===== src/rtl/ebi_ws_pkg.sv =====
package ebi_ws_pkg;

    localparam int NWS_W     = 3;
    localparam int MAX_NWS   = (1 << NWS_W) - 1;
    // change cycle + setup/strobe/hold rounded + recovery cycle
    localparam int MAX_TICKS = 2 + (2 * MAX_NWS + 2) + 2;
    localparam int CNT_W     = $clog2(MAX_TICKS + 1);

    typedef logic [CNT_W-1:0] tick_t;

    typedef struct packed {
        logic             wse;
        logic [NWS_W-1:0] nws;
        logic             early;
    } cs_cfg_t;

    // Tick positions of every pin event inside one access
    typedef struct packed {
        tick_t cs_first;
        tick_t wr_first;
        tick_t rd_first;
        tick_t strb_last;
        tick_t cs_last;
        tick_t done_first;
        tick_t last;
    } win_t;

    typedef enum logic {
        SEQ_IDLE = 1'b0,
        SEQ_RUN  = 1'b1
    } seq_state_e;

    function automatic int strobe_ticks(cs_cfg_t c);
        int w;
        w = c.wse ? int'(c.nws) : 0;
        return (w == 0) ? 1 : 2 * w;
    endfunction

    function automatic win_t plan_window(cs_cfg_t c, logic we, logic cs_chg);
        win_t r;
        int   s;
        int   l;
        int   body;
        int   tot;
        s    = cs_chg ? 2 : 0;
        l    = strobe_ticks(c);
        body = l + 2;
        if ((body % 2) != 0) body = body + 1;
        tot  = s + body;
        if (we && c.early) tot = tot + 2;
        r.cs_first   = tick_t'(s);
        r.wr_first   = tick_t'(s + 1);
        r.rd_first   = c.early ? tick_t'(s) : tick_t'(s + 1);
        r.strb_last  = tick_t'(s + l);
        r.cs_last    = tick_t'(s + l + 1);
        r.done_first = tick_t'(tot - 2);
        r.last       = tick_t'(tot - 1);
        return r;
    endfunction

endpackage


===== src/rtl/ebi_cfg_bank.sv =====
module ebi_cfg_bank
    import ebi_ws_pkg::*;
#(
    parameter int NCS = 4,
    parameter int CSW = 2
) (
    input  logic           clk,
    input  logic           rst,
    input  logic           wr_en,
    input  logic [CSW-1:0] wr_sel,
    input  cs_cfg_t        wr_cfg,
    input  logic [CSW-1:0] rd_sel,
    output cs_cfg_t        rd_cfg
);

    cs_cfg_t bank [NCS];

    for (genvar g = 0; g < NCS; g++) begin : g_slot
        always_ff @(posedge clk) begin
            if (rst) begin
                bank[g] <= '0;
            end else if (wr_en && (wr_sel == CSW'(g))) begin
                bank[g] <= wr_cfg;
            end
        end


        slot_isolation_chk: assert property (@(posedge clk) disable iff (rst)
            (wr_sel != CSW'(g)) |=> $stable(bank[g]));
    end

    always_comb begin
        rd_cfg = '0;
        for (int i = 0; i < NCS; i++) begin
            if (rd_sel == CSW'(i)) rd_cfg = bank[i];
        end
    end

endmodule


===== src/rtl/ebi_seq.sv =====
module ebi_seq
    import ebi_ws_pkg::*;
#(
    parameter int CSW = 2,
    parameter int AW  = 16,
    parameter int DW  = 16
) (
    input  logic           clk,
    input  logic           rst,
    input  logic           bus_ph,
    input  logic           req,
    input  logic           req_we,
    input  logic [CSW-1:0] req_cs,
    input  logic [AW-1:0]  req_addr,
    input  logic [DW-1:0]  req_wdata,
    input  cs_cfg_t        sel_cfg,
    input  logic [DW-1:0]  ext_din,
    output logic           busy,
    output tick_t          cnt,
    output win_t           win,
    output logic           op_we,
    output logic [CSW-1:0] op_cs,
    output logic [AW-1:0]  op_addr,
    output logic [DW-1:0]  op_wdata,
    output logic [DW-1:0]  rdata
);

    seq_state_e     state;
    logic [CSW-1:0] prev_cs;
    logic           accept;

    assign accept = (state == SEQ_IDLE) && req && bus_ph;
    assign busy   = (state == SEQ_RUN);

    always_ff @(posedge clk) begin
        if (rst) begin
            state    <= SEQ_IDLE;
            cnt      <= '0;
            win      <= '0;
            op_we    <= 1'b0;
            op_cs    <= '0;
            op_addr  <= '0;
            op_wdata <= '0;
            prev_cs  <= '0;
            rdata    <= '0;
        end else begin
            unique case (state)
                SEQ_IDLE: begin
                    if (accept) begin
                        state    <= SEQ_RUN;
                        cnt      <= '0;
                        win      <= plan_window(sel_cfg, req_we, req_cs != prev_cs);
                        op_we    <= req_we;
                        op_cs    <= req_cs;
                        op_addr  <= req_addr;
                        op_wdata <= req_wdata;
                        prev_cs  <= req_cs;
                    end
                end
                SEQ_RUN: begin
                    if (!op_we && (cnt == win.strb_last)) rdata <= ext_din;
                    if (cnt == win.last) begin
                        state <= SEQ_IDLE;
                    end else begin
                        cnt <= cnt + tick_t'(1);
                    end
                end
                default: state <= SEQ_IDLE;
            endcase
        end
    end


    start_on_phase_chk: assert property (@(posedge clk) disable iff (rst)
        $rose(busy) |-> $past(bus_ph));


    op_held_chk: assert property (@(posedge clk) disable iff (rst)
        (busy && $past(busy)) |-> ($stable(op_cs) && $stable(op_addr) && $stable(op_we)));

endmodule


===== src/rtl/ebi_pin_decode.sv =====
module ebi_pin_decode
    import ebi_ws_pkg::*;
#(
    parameter int NCS = 4,
    parameter int CSW = 2,
    parameter int AW  = 16,
    parameter int DW  = 16
) (
    input  logic           clk,
    input  logic           rst,
    input  logic           busy,
    input  tick_t          cnt,
    input  win_t           win,
    input  logic           op_we,
    input  logic [CSW-1:0] op_cs,
    input  logic [AW-1:0]  op_addr,
    input  logic [DW-1:0]  op_wdata,
    output logic [AW-1:0]  ebi_addr,
    output logic [NCS-1:0] ebi_ncs,
    output logic           ebi_nwe,
    output logic           ebi_nre,
    output logic [DW-1:0]  ebi_dout,
    output logic           ebi_doe,
    output logic           done
);

    logic cs_on;
    logic we_on;
    logic re_on;
    logic drv_on;

    always_comb begin
        cs_on  = busy && (cnt >= win.cs_first) && (cnt <= win.cs_last);
        we_on  = busy && op_we && (cnt >= win.wr_first) && (cnt <= win.strb_last);
        re_on  = busy && !op_we && (cnt >= win.rd_first) && (cnt <= win.strb_last);
        drv_on = busy && op_we && (cnt >= win.cs_first) && (cnt <= win.strb_last);
        done   = busy && (cnt >= win.done_first);
    end

    for (genvar g = 0; g < NCS; g++) begin : g_cs
        assign ebi_ncs[g] = !(cs_on && (op_cs == CSW'(g)));
    end

    assign ebi_nwe  = !we_on;
    assign ebi_nre  = !re_on;
    assign ebi_doe  = drv_on;
    assign ebi_addr = cs_on ? op_addr : '0;
    assign ebi_dout = drv_on ? op_wdata : '0;


    nwe_setup_chk: assert property (@(posedge clk) disable iff (rst)
        $fell(ebi_nwe) |-> ($past(ebi_ncs) != '1));


    nwe_hold_chk: assert property (@(posedge clk) disable iff (rst)
        $rose(ebi_nwe) |-> (ebi_ncs != '1));


    single_cs_chk: assert property (@(posedge clk) disable iff (rst)
        $onehot0(~ebi_ncs));


    wdata_driven_chk: assert property (@(posedge clk) disable iff (rst)
        !ebi_nwe |-> ebi_doe);


    strobe_excl_chk: assert property (@(posedge clk) disable iff (rst)
        (ebi_nwe || ebi_nre));


    done_two_ticks_chk: assert property (@(posedge clk) disable iff (rst)
        $rose(done) |=> done);


    done_ends_access_chk: assert property (@(posedge clk) disable iff (rst)
        $fell(done) |-> !busy);

endmodule


===== src/rtl/ebi_ws_ctrl.sv =====
module ebi_ws_ctrl
    import ebi_ws_pkg::*;
#(
    parameter int NCS = 4,
    parameter int AW  = 16,
    parameter int DW  = 16,
    localparam int CSW = (NCS > 1) ? $clog2(NCS) : 1
) (
    input  logic             clk2x,
    input  logic             rst,
    input  logic             bus_ph,
    input  logic             cfg_we,
    input  logic [CSW-1:0]   cfg_sel,
    input  logic             cfg_wse,
    input  logic [NWS_W-1:0] cfg_nws,
    input  logic             cfg_early,
    input  logic             req,
    input  logic             req_we,
    input  logic [CSW-1:0]   req_cs,
    input  logic [AW-1:0]    req_addr,
    input  logic [DW-1:0]    req_wdata,
    output logic             done,
    output logic [DW-1:0]    rdata,
    output logic [AW-1:0]    ebi_addr,
    output logic [NCS-1:0]   ebi_ncs,
    output logic             ebi_nwe,
    output logic             ebi_nre,
    output logic [DW-1:0]    ebi_dout,
    output logic             ebi_doe,
    input  logic [DW-1:0]    ebi_din
);

    cs_cfg_t        wr_cfg;
    cs_cfg_t        sel_cfg;
    logic           busy;
    tick_t          cnt;
    win_t           win;
    logic           op_we;
    logic [CSW-1:0] op_cs;
    logic [AW-1:0]  op_addr;
    logic [DW-1:0]  op_wdata;

    assign wr_cfg = '{wse: cfg_wse, nws: cfg_nws, early: cfg_early};

    ebi_cfg_bank #(.NCS(NCS), .CSW(CSW)) u_bank (
        .clk    (clk2x),
        .rst    (rst),
        .wr_en  (cfg_we),
        .wr_sel (cfg_sel),
        .wr_cfg (wr_cfg),
        .rd_sel (req_cs),
        .rd_cfg (sel_cfg)
    );

    ebi_seq #(.CSW(CSW), .AW(AW), .DW(DW)) u_seq (
        .clk       (clk2x),
        .rst       (rst),
        .bus_ph    (bus_ph),
        .req       (req),
        .req_we    (req_we),
        .req_cs    (req_cs),
        .req_addr  (req_addr),
        .req_wdata (req_wdata),
        .sel_cfg   (sel_cfg),
        .ext_din   (ebi_din),
        .busy      (busy),
        .cnt       (cnt),
        .win       (win),
        .op_we     (op_we),
        .op_cs     (op_cs),
        .op_addr   (op_addr),
        .op_wdata  (op_wdata),
        .rdata     (rdata)
    );

    ebi_pin_decode #(.NCS(NCS), .CSW(CSW), .AW(AW), .DW(DW)) u_pins (
        .clk      (clk2x),
        .rst      (rst),
        .busy     (busy),
        .cnt      (cnt),
        .win      (win),
        .op_we    (op_we),
        .op_cs    (op_cs),
        .op_addr  (op_addr),
        .op_wdata (op_wdata),
        .ebi_addr (ebi_addr),
        .ebi_ncs  (ebi_ncs),
        .ebi_nwe  (ebi_nwe),
        .ebi_nre  (ebi_nre),
        .ebi_dout (ebi_dout),
        .ebi_doe  (ebi_doe),
        .done     (done)
    );

endmodule


===== config.mk =====
export PLATFORM = sky130hd
export DESIGN_NAME = ebi_ws_ctrl
export DESIGN_NICKNAME = d
export VERILOG_FILES = /design/src/rtl/ebi_ws_pkg.sv /design/src/rtl/ebi_cfg_bank.sv /design/src/rtl/ebi_seq.sv /design/src/rtl/ebi_pin_decode.sv /design/src/rtl/ebi_ws_ctrl.sv
export SDC_FILE = /design/constraint.sdc
export NUM_CORES = 1
export LEC_CHECK = 0
export BUFFER_PORTS_ARGS = -buffer_cell sky130_fd_sc_hd__buf_2
export CORE_MARGIN = 5
export CORE_UTILIZATION = 59
export DETAILED_ROUTE_END_ITERATION = 12
export PLACE_DENSITY = 0.95
export SYNTH_ARGS = -nofsm -noshare
export SYNTH_HDL_FRONTEND = slang
export SYNTH_HIERARCHICAL = 1
export SYNTH_SLANG_ARGS = --single-unit

===== constraint.sdc =====
create_clock -name clk2x -period 5.2 [get_ports clk2x]
set_clock_uncertainty 0.2 [all_clocks]
set_input_delay 0.52 -clock clk2x [delete_from_list [all_inputs] [get_ports clk2x]]
set_output_delay 0.52 -clock clk2x [all_outputs]
set_load 0.03 [all_outputs]

==> results of run 1 <==
stage by stage:
| stage | utilization, % | power (uW) | instance area, um^2 | setup WS, ps |
|---|---|---|---|---|
| floorplan | - | 1086 | 5305 | 1758 |
| global placement | 66.41 | 1135 | 5792 | 1535 |
| detailed placement | 66.41 | 1159 | 5792 | 1248 |
| CTS | 68.67 | 1636 | 5988 | 1546 |
| global route | 68.67 | 1719 | 5988 | 1398 |
| finish | 68.67 | 1638 | 5988 | 1528 |
layout make-up:
cell class	instances	area [um^2]
fill	652	2733
timing repair buffer	122	620.6
clock buffer	10	148.9
sequential	94	2082
clock inverter	6	47.55
inverter	31	116.4
multi-input combinational	455	2838
tap	108	135.1
report_power, final:
part | switching [uW] | total [uW] | internal (uW)
combinational | 209 | 341 | 131
sequential | 28.9 | 815 | 786
clock | 273 | 482 | 209
state kept, by name, summed over array words and instances, names as in the netlist:
name	flops
u_seq/op_we	1
u_seq/busy	1
u_seq/cnt	5
u_bank/bank	20
u_seq/rdata	16
u_seq/prev_cs	2
u_seq/op_wdata	16
u_seq/win	17
u_seq/op_addr	16
synth_stat cells (all sizes together), types with 3 or more instances:
| library cell | number | area [um^2] |
|---|---|---|
| clkbuf | 23 | 86.33 |
| dfxtp | 74 | 1481 |
| nor3b | 17 | 127.6 |
| nor2b | 5 | 31.28 |
| xor2 | 7 | 61.31 |
| nand3b | 6 | 45.04 |
| o21ai | 11 | 58.80 |
| mux2i | 16 | 160.2 |
| o21bai | 5 | 37.54 |
| buf | 28 | 202.7 |
| nand2 | 116 | 435.4 |
| nor3 | 20 | 100.1 |
| nand3 | 6 | 30.03 |
| mux4 | 5 | 112.6 |
| nor2 | 69 | 259.0 |
| edfxtp | 20 | 600.6 |
| a21boi | 3 | 22.52 |
| and2 | 3 | 21.27 |
| a211oi | 10 | 80.07 |
| a31oi | 4 | 25.02 |
| nand4 | 7 | 43.79 |
| or3 | 3 | 18.77 |
| a21oi | 52 | 264.0 |
| inv | 31 | 116.4 |
| ha | 39 | 488.0 |
| xnor2 | 18 | 157.7 |
tightest hold or removal path: cells and delay by family:
family | cells | cell delay, ps
AOI/OAI and AO/OA | 1 | 50
buffers and inverters | 1 | 100
and+or+nand+nor | 1 | 40
cell families (layout without fill, tap and decap cells):
logic type / count (synthesis) / in the layout
xor gates and xnor gates: 25 / 25
buffers and inverters: 82 / 169
muxes: 21 / 21
adders and majority gates: 39 / 39
DFF: 94 / 94
and+or+nand+nor: 260 / 260
AOI/OAI and AO/OA: 99 / 99
other: 1 / 11
path summary, 6_finish.rpt:
kind,startpoint,end,cells past startpoint
setup / recovery,u_seq/cnt[3],ebi_ncs[3],6
hold / removal,req_addr[4],u_seq/op_addr[4],3
setup reg to reg,u_bank/bank[1][2],u_seq/win[9],11
hold reg to reg,u_seq/op_wdata[9],u_seq/op_wdata[9],2
metal layers:
metal	wire length (um)	share of wire, %	vias up	track usage [%]
li1	-	-	2263	-
met1	4904	37	2230	25.22
met2	6946	53	212	43.53
met3	939	7.2	40	7.263
met4	308	2.4	0	7.956
met5	0	0	-	0
==> flow_metrics.tcl, run 1 <==
set metrics [dict create \
    final_common_cell "buf_2" \
    clock_latency_ps 370 \
    min_path_type "in2reg" \
    synth_compound_area_share_pct 11.83 \
    yosys.area_share.simple_pct 22.28 \
    final_cells 826 \
    crit_path_max_incr_delay_ps 680 \
    drt_wl_total_mm 13.10 \
    cts_tree "yes" \
    ir_drop_uv 228.1 \
    grtUsageTotal_pct 23.60 \
    synth_edf_count 20 \
    fin_crit_ps 3672 \
    fmax_mhz 272.3 \
    cts_buffers 9 \
    clock-sinks 94 \
    seq_area_frac_synth_pct 39.52 \
    final_cell_mix "buf_2, nand2_1, dfxtp_1, nor2_1, a21oi_1" \
    h-tree-depth 3 \
    required_ps 4480 \
    async_flop_share_pct 0 \
    area_delta_synth_final_pct 13.68 \
    drive_gt1_share_pct 21.87 \
    overflow 0 \
    drt_iter0_markers 377 \
    worstSetupPathType "reg2out" \
    cts-root-buf "clkbuf_8" \
    num_vias 4745 \
    tns_ps 0 \
    place_inst 810 \
    clk_path_buf_depth 2 \
    setup_violations 0 \
    startpoint_type "flip-flop" \
    drv_slew 0 \
    muxShareOfSynthArea_pct 5.178 \
    cp-end-kind "primary output" \
    hold_violations 0 \
    leakage_uw 0.002458 \
    synth_cells 621 \
    ctsResizeCount 0 \
    floorplan.initialDensity_pct 60.40 \
    synth_adder_area_share_pct 9.264 \
    grt_max_degree 84 \
    ys_ff_latch 94 \
    postCtsSetupRepairBufs 0 \
    relSlewSlack_pct 39.14 \
    clk_pin_slew_ps 100 \
    pwr_density_cell_mw_per_mm2 273.5 \
    cp_max_fo 20 \
    r2r_slack_ps 1600 \
    rows 34 \
    ant_nets 0 \
    ys.flop_type "dfxtp_1" \
    syn_avg_cell_area_um2 8.482 \
    grt_pass1_vias 4800 \
    numPortBuffers 118 \
    worstPathCellList "ha_1, a21oi_2, a21boi_1, o32a_1, or4b_1, buf_2" \
    grt_antenna_before_repair 0 \
    synthXorXnorAreaFrac_pct 4.157 \
    cap_violations 0 \
    tightest_slew_ps 911.7 \
    drc 0 \
    hpwl_mm 9.430 \
    cts_hold_buffers 0 \
    yosysWarnings 6 \
    status "complete, no violations" \
    io_pins 119 \
    antenna_cells 0 \
    core_mm2 0.008721 \
    yosysUniqueCellTypes 53 \
    gp_congestion 0.8410 \
    slowest_stage "dfxtp_1" \
    synth_top_family_by_area "simple AND/OR/NAND/NOR gates" \
    fin_crit_sh_pct 70.62 \
    nets 815 \
    rsz0062_at_grt "false" \
    finalHoldWorstSlack_ps 180.1 \
    path_buf_inv 1 \
    dieArea_mm2 0.01092 \
    path_delay_family "compound AO/OA/AOI/OAI gates" \
    die_w_um 104.5 \
    drt_first_pass_iters 7 \
    grt_pass1_wl_mm 21.65 \
    viasPerCell 5.745 \
    synth_area_mm2 0.005268 \
    die_y_um 104.5 \
    critPathArrivalTime_ps 2950 \
    wl_per_cell_um 15.86 \
]
No activity file was read; power rests on OpenSTA's default activity.
==> inputs of run 2 (changes only) <==
--- a/config.mk
+++ b/config.mk
@@ -5,11 +5,12 @@
 export SDC_FILE = /design/constraint.sdc
 export NUM_CORES = 1
 export LEC_CHECK = 0
+export ABC_AREA = 1
 export BUFFER_PORTS_ARGS = -buffer_cell sky130_fd_sc_hd__buf_2
 export CORE_MARGIN = 5
-export CORE_UTILIZATION = 59
+export CORE_UTILIZATION = 49
 export DETAILED_ROUTE_END_ITERATION = 12
-export PLACE_DENSITY = 0.95
+export PLACE_DENSITY = 0.86
 export SYNTH_ARGS = -nofsm -noshare
 export SYNTH_HDL_FRONTEND = slang
 export SYNTH_HIERARCHICAL = 1
==> constraint.sdc (replaced) <==
create_clock -name clk2x -period 3.2 [get_ports clk2x]
set_clock_uncertainty 0.2 [all_clocks]
set_input_delay 0.32 -clock clk2x [delete_from_list [all_inputs] [get_ports clk2x]]
set_output_delay 0.32 -clock clk2x [all_outputs]
set_load 0.03 [all_outputs]
==> run 2 against run 1 <==
Effect of this change:
- synthesized cell count up 10%
- routed wire length decreased by 3.1%
- core utilization decreased by 8.6 points
- register-to-register slack worse by 1200 ps
- combinational power is 62% higher
- setup slack got worse by 1300 ps
- count of clock-buffer cells in the layout up 2
- sequential share of layout area down 2.5 points
- sequential power is 63% higher
- critical path depth increased by 4
- area after synthesis up 1.0%
- sequential cell count unchanged
==> flow_metrics.tcl, run 2 <==
set metrics [dict create \
    ir_drop_uv 238.9 \
    overflow 0 \
    synth_edf_count 20 \
    grt_max_degree 39 \
    startpoint_type "flip-flop" \
    final_common_cell "inv_1" \
    pwr_density_cell_mw_per_mm2 407.8 \
    status "complete, no violations" \
    cts_buffers 9 \
    floorplan.initialDensity_pct 49.53 \
    numPortBuffers 118 \
    ant_nets 0 \
    viasPerCell 4.958 \
    drv_slew 0 \
    rows 38 \
    clk_path_buf_depth 2 \
    cp_max_fo 17 \
    cts_tree "yes" \
    die_y_um 114.2 \
    top_register "u_bank/bank" \
    dieArea_mm2 0.01305 \
    hpwl_mm 8.611 \
    power_uw 2630 \
    reg.largest.list "u_bank/bank (20), u_seq/win (17)" \
    ys.flop_type "dfxtp_1" \
    cp-end-kind "primary output" \
    syn_avg_cell_area_um2 7.782 \
    relSlewSlack_pct 59.38 \
    core_mm2 0.01075 \
    grt_pass1_vias 4742 \
    synth_area_leaders "dfxtp_1, edfxtp_1, inv_1" \
    clock-sinks 94 \
    grt_antenna_before_repair 0 \
    drive_gt1_share_pct 20.65 \
    setup_violations 0 \
    area_delta_synth_final_pct 21.18 \
    yosysMostFrequentCell "inv_1" \
    largest_reg_flops 20 \
    grt_pass1_wl_mm 20.96 \
    drt_wl_total_mm 12.69 \
    async_flop_share_pct 0 \
    multi_input_area_mm2 0.002530 \
    nFillCells 944 \
    netlist.area_leader.share_pct 27.83 \
    min_path_type "in2reg" \
    drc 0 \
    yosysTopAreaCell "dfxtp_1" \
    critPathArrivalTime_ps 2440 \
    yosysUniqueCellTypes 39 \
    worstSetupPathType "reg2out" \
    final_cell_mix "inv_1, buf_2, nand2_1, nor2_1, dfxtp_1" \
    antenna_cells 0 \
    cts-root-buf "clkbuf_8" \
    ff_latch_area_mm2 0.002082 \
    fin_crit_ps 2965 \
    yosysWarnings 6 \
    wl_per_cell_um 13.11 \
    required_ps 2680 \
    synth_area_mm2 0.005323 \
    clock_latency_ps 350 \
    cap_violations 0 \
    clk_pin_slew_ps 90 \
    postCtsSetupRepairBufs 0 \
    tightest_slew_ps 608.5 \
    leakage_uw 0.003020 \
    drt_first_pass_iters 5 \
    synth_common_cells "inv_1, nand2_1, nor2_1, dfxtp_1, nand3_1" \
    h-tree-depth 3 \
    grtUsageTotal_pct 19.70 \
    io_pins 119 \
    tns_ps 0 \
    drt_iter0_markers 294 \
    nets 925 \
    rsz0062_at_grt "false" \
    hold_violations 0 \
    ys_ff_latch 94 \
    fmax_mhz 337.3 \
    num_vias 4799 \
    fin_crit_sh_pct 92.65 \
    die_w_um 114.2 \
    gp_congestion 0.8511 \
    synth_cells 684 \
    seq_area_frac_synth_pct 39.12 \
]
==> run 2: cell types whose count changed after synthesis, moves of 7 or more <==
cell | before | now
a22o_1 | 0 | 34
xnor2_1 | 18 | 5
clkbuf_1 | 23 | 9
nor2_2 | 0 | 11
a211oi_1 | 9 | 17
nand2_2 | 0 | 7
nor3b_1 | 17 | 0
nand2_1 | 116 | 93
a21oi_1 | 51 | 20
nor3_1 | 20 | 2
inv_1 | 31 | 131
nor2_1 | 69 | 87
mux2i_1 | 16 | 0
nand3_1 | 6 | 45
==> run 2: metrics by stage <==
step	cells	hold slack, ps	utilization [%]	instance area, um^2	worst slack [ps]
after floorplan	694	228.3	-	5360	530.8
after global placement	920	241.2	55.31	5943	250.4
after global routing	968	14.26	60.03	6450	49.29
final	968	33.61	60.03	6450	235.3
after detailed placement	920	242.2	55.31	5943	152.5
after CTS	968	17.38	60.03	6450	213.4
==> run 2: where the power goes <==
group	switching, uW	total, uW	internal (uW)	leakage [uW]
Sequential	46.1	1330	1290	0.000801
Combinational	336	554	218	0.00213
Clock	410	742	333	0.0000883
Total	792	2630	1840	0.00302
==> run 2: what timing repair did <==
| action | CTS | global route |
|---|---|---|
| hold endpoints to repair | 32 | 0 |
| gates resized for setup | 0 | 0 |
| hold buffers | 32 | 0 |
==> run 2: logic make-up after synthesis <==
group / after synthesis / synth area share (%)
compound gates: 101 / 13.28
xor+xnor: 8 / 1.316
fa+ha+maj: 39 / 9.168
buf+inv: 172 / 14.15
flops: 94 / 39.12
other cells: 1 / 0.07045
simple gates: 269 / 22.90
==> run 2: metal layers <==
metal	wire length [um]	up-vias	global-route usage, %
met3	534	33	3.647
met1	5064	2169	21.87
li1	-	2466	-
met5	0	-	0
met4	359	0	8.234
met2	6730	131	36.61
==> run 2: critical path, stage by stage (launching register included) <==
cell	delay, ps
dfxtp_1	720
ha_1	350
nand2_1	70
nand2_1	40
nand2_1	50
nand2_1	60
nor2_2	180
nor2_2	60
nand2_2	270
nor2_1	100
buf_2	190
==> run 2: worst paths after layout <==
kind,startpoint,endpoint,slack [ps],cells past startpoint
min reg2reg,u_seq/rdata[2],u_seq/rdata[2],260,2
min,ebi_din[14],u_seq/rdata[14],30,3
max reg2reg,u_bank/bank[1][4],u_seq/win[8],420,15
max,u_seq/cnt[2],ebi_dout[0],240,10
==> run 2: area by class of cell <==
cell class                 instances  area share (%)
sequential                        94           32.28
clock buffer                      12           2.425
tap                              140           2.716
multi-input combinational        428           39.22
inverter                         133           7.759
clock inverter                     4          0.4656
timing repair buffer             157           15.13
==> inputs of run 3 (changes only) <==
--- a/config.mk
+++ b/config.mk
@@ -5,7 +5,6 @@
 export SDC_FILE = /design/constraint.sdc
 export NUM_CORES = 1
 export LEC_CHECK = 0
-export ABC_AREA = 1
 export BUFFER_PORTS_ARGS = -buffer_cell sky130_fd_sc_hd__buf_2
 export CORE_MARGIN = 5
 export CORE_UTILIZATION = 49
==> run 3 against run 2 <==
Effect of this change:
- hold slack worse by 19 ps
- core utilization is 4.5 points higher
- critical path depth stayed put
- sequential share of layout area is 1.3 points lower
- power is 6.5% higher
- register-to-register slack worse by 350 ps
- cell count is 4.9% lower
- non-clock buffer count is 31 higher
- critical path type is now reg2reg
==> flow_metrics.tcl, run 3 (synthesized netlist as in run 1, its figures left out) <==
set metrics [dict create \
    fin_crit_ps 3127 \
    place_inst 857 \
    drv_slew 0 \
    worstHoldEndpoint "u_seq/op_wdata[0]" \
    grt_antenna_before_repair 0 \
    ir_drop_uv 334.5 \
    clock-sinks 94 \
    path_buf_inv 1 \
    fin_crit_sh_pct 97.72 \
    crit_start "u_bank/bank[2][4]" \
    timing.critical_path.mode_cell "ha_4" \
    place_ws_ps -115.3 \
    floorplan.initialDensity_pct 50.57 \
    cts_tree "yes" \
    r2r-end "u_seq/win[9]" \
    setup_violations 0 \
    area_delta_synth_final_pct 27.67 \
    min_path_type "in2reg" \
    rr_worst_depth 10 \
    seq_power_share_pct 47.1 \
    reg.largest.list "u_bank/bank (20), u_seq/win (17)" \
    path_delay_family "simple AND/OR/NAND/NOR gates" \
    clk_path_buf_depth 2 \
    die_y_um 113.7 \
    grt_pass1_wl_mm 22.75 \
    reg2reg_from "u_bank/bank[2][4]" \
    grtUsageTotal_pct 21.49 \
    r2r_slack_ps 70 \
    fmax_mhz 319.8 \
    nFillCells 812 \
    cp_max_fo 4 \
    cp-end-kind "flip-flop" \
    worstSetupPathType "reg2reg" \
    nets 881 \
    relSlewSlack_pct 44.76 \
    top_register "u_bank/bank" \
    p_sw_uw 833.0 \
    hpwl_mm 9.303 \
    drt_iter0_markers 316 \
    met2_usage_pct 39.50 \
    grt_pass1_vias 5018 \
    clk_pin_slew_ps 90 \
    rows 37 \
    grtUsageMet3_pct 4.668 \
    wl_per_cell_um 15.27 \
    final_common_cell "buf_2" \
    cts-root-buf "clkbuf_8" \
    die_w_um 113.7 \
    clock_power_share_pct 29.2 \
    num_vias 4896 \
    largest_reg_flops 20 \
    gp_congestion 0.8709 \
    ant_nets 0 \
    hp-start "req_wdata[0]" \
    worstPathCellList "mux4_2, and2_4, ha_4, o311ai_4, ha_4, nand4_1, buf_4, or3_1, a211oi_2, o31a_1" \
    crit_path_max_incr_delay_ps 530 \
    clock_latency_ps 360 \
    final_cells 921 \
    slowest_stage "mux4_2" \
    cts_buffers 9 \
    p_sw_share_pct 29.74 \
    startpoint_type "flip-flop" \
    grt_max_degree 44 \
    status "complete, no violations" \
    tns_ps 0 \
    drc 0 \
    h-tree-depth 3 \
    final_cell_mix "buf_2, nand2_1, dfxtp_1, nor2_1, a21oi_1" \
    io_pins 119 \
    tightest_slew_ps 821.5 \
    drt_first_pass_iters 4 \
    cap_violations 0 \
    required_ps 3300 \
    drt_wl_total_mm 14.06 \
    met1_usage_pct 23.33 \
    dieArea_mm2 0.01292 \
    leakage_uw 0.002763 \
    overflow 0 \
    drive_gt1_share_pct 23.98 \
    viasPerCell 5.316 \
    internal-power_uw 1968 \
    numPortBuffers 118 \
    critPathArrivalTime_ps 3220 \
    combPwrFrac_pct 23.8 \
    hold_violations 0 \
    gr-max-usage-layer "met2" \
    whs_path_depth 3 \
    pwr_density_cell_mw_per_mm2 416.5 \
    core_mm2 0.01042 \
    setup_ws_ps 73.11 \
]
[run 3: changes by cell type in the layout (fill, tap and decap cells not counted), moves of 9 or more]
cell | previous run | this run
a211oi_1 | 17 | 8
a22o_1 | 34 | 0
buf_4 | 6 | 27
nor2_2 | 13 | 0
dlygate4sd3_1 | 32 | 42
a21oi_1 | 20 | 51
mux2i_1 | 0 | 16
nor3_1 | 2 | 20
xnor2_1 | 5 | 17
nor3b_1 | 0 | 17
nor2_1 | 85 | 68
nand3_1 | 45 | 6
inv_1 | 131 | 31
nand2_1 | 93 | 116
[run 3: power groups by stage]
| stage | Clock [uW] | Combinational (uW) | Sequential [uW] |
|---|---|---|---|
| after floorplan | 0 | 414 | 1350 |
| after global placement | 0 | 558 | 1340 |
| after detailed placement | 0 | 574 | 1340 |
| after CTS | 826 | 619 | 1320 |
| after global routing | 880 | 737 | 1330 |
| final | 817 | 666 | 1320 |
[run 3: how the worst max path moves through the flow]
stage                    to  slack, ps  cells after the start
2_1_floorplan  u_seq/win[8]          2                     12
3_3_place_gp   u_seq/win[8]        -10                     12
3_5_place_dp   u_seq/win[9]       -120                     11
4_1_cts        u_seq/win[9]         -5                     10
5_1_grt        u_seq/win[9]        -20                     10
6_report       u_seq/win[9]         70                     10
[run 3: metal layers]
metal / part of all wire, % / up-vias
li1: - / 2404
met1: 39 / 2294
met2: 53 / 161
met3: 6.1 / 37
met4: 2.8 / 0
met5: 0 / -
[run 3: what timing repair did]
action / CTS / global route
gates resized for setup: 1 / 8
hold buffers: 42 / 0
buffers inserted: 0 / 5
endpoints found under the hold margin: 42 / 0
pin swaps: 0 / 8
setup endpoints to repair: 18 / 33
[run 3: cell type report]
cell class                 instances  area (um^2)  share of cell area (%)
clock buffer                      11        141.4                   2.102
sequential                        94         2083                   30.98
antenna                            1        2.502                 0.03721
timing repair buffer             188         1234                   18.34
clock inverter                     5        63.81                  0.9488
multi-input combinational        455         2914                   43.33
tap                              136        170.2                   2.530
inverter                          31        116.4                   1.730
[run 3: tightest hold or removal path, delay by kind of cell]
| family | cells | cell delay (ps) |
|---|---|---|
| buffers and inverters | 1 | 100 |
| AOI/OAI and AO/OA | 1 | 50 |
| and+or+nand+nor | 1 | 50 |
[run 3: stage by stage]
step | hold WS (ps) | area (um^2) | power (uW) | util [%]
4_1_cts | 0.1711 | 6626 | 2762 | 63.62
2_1_floorplan | 231.5 | 5308 | 1767 | -
3_5_place_dp | 244.8 | 5993 | 1918 | 57.54
3_3_place_gp | 237.5 | 5993 | 1898 | 57.54
5_1_grt | 27.17 | 6723 | 2945 | 64.54
6_report | 14.61 | 6725 | 2801 | 64.56
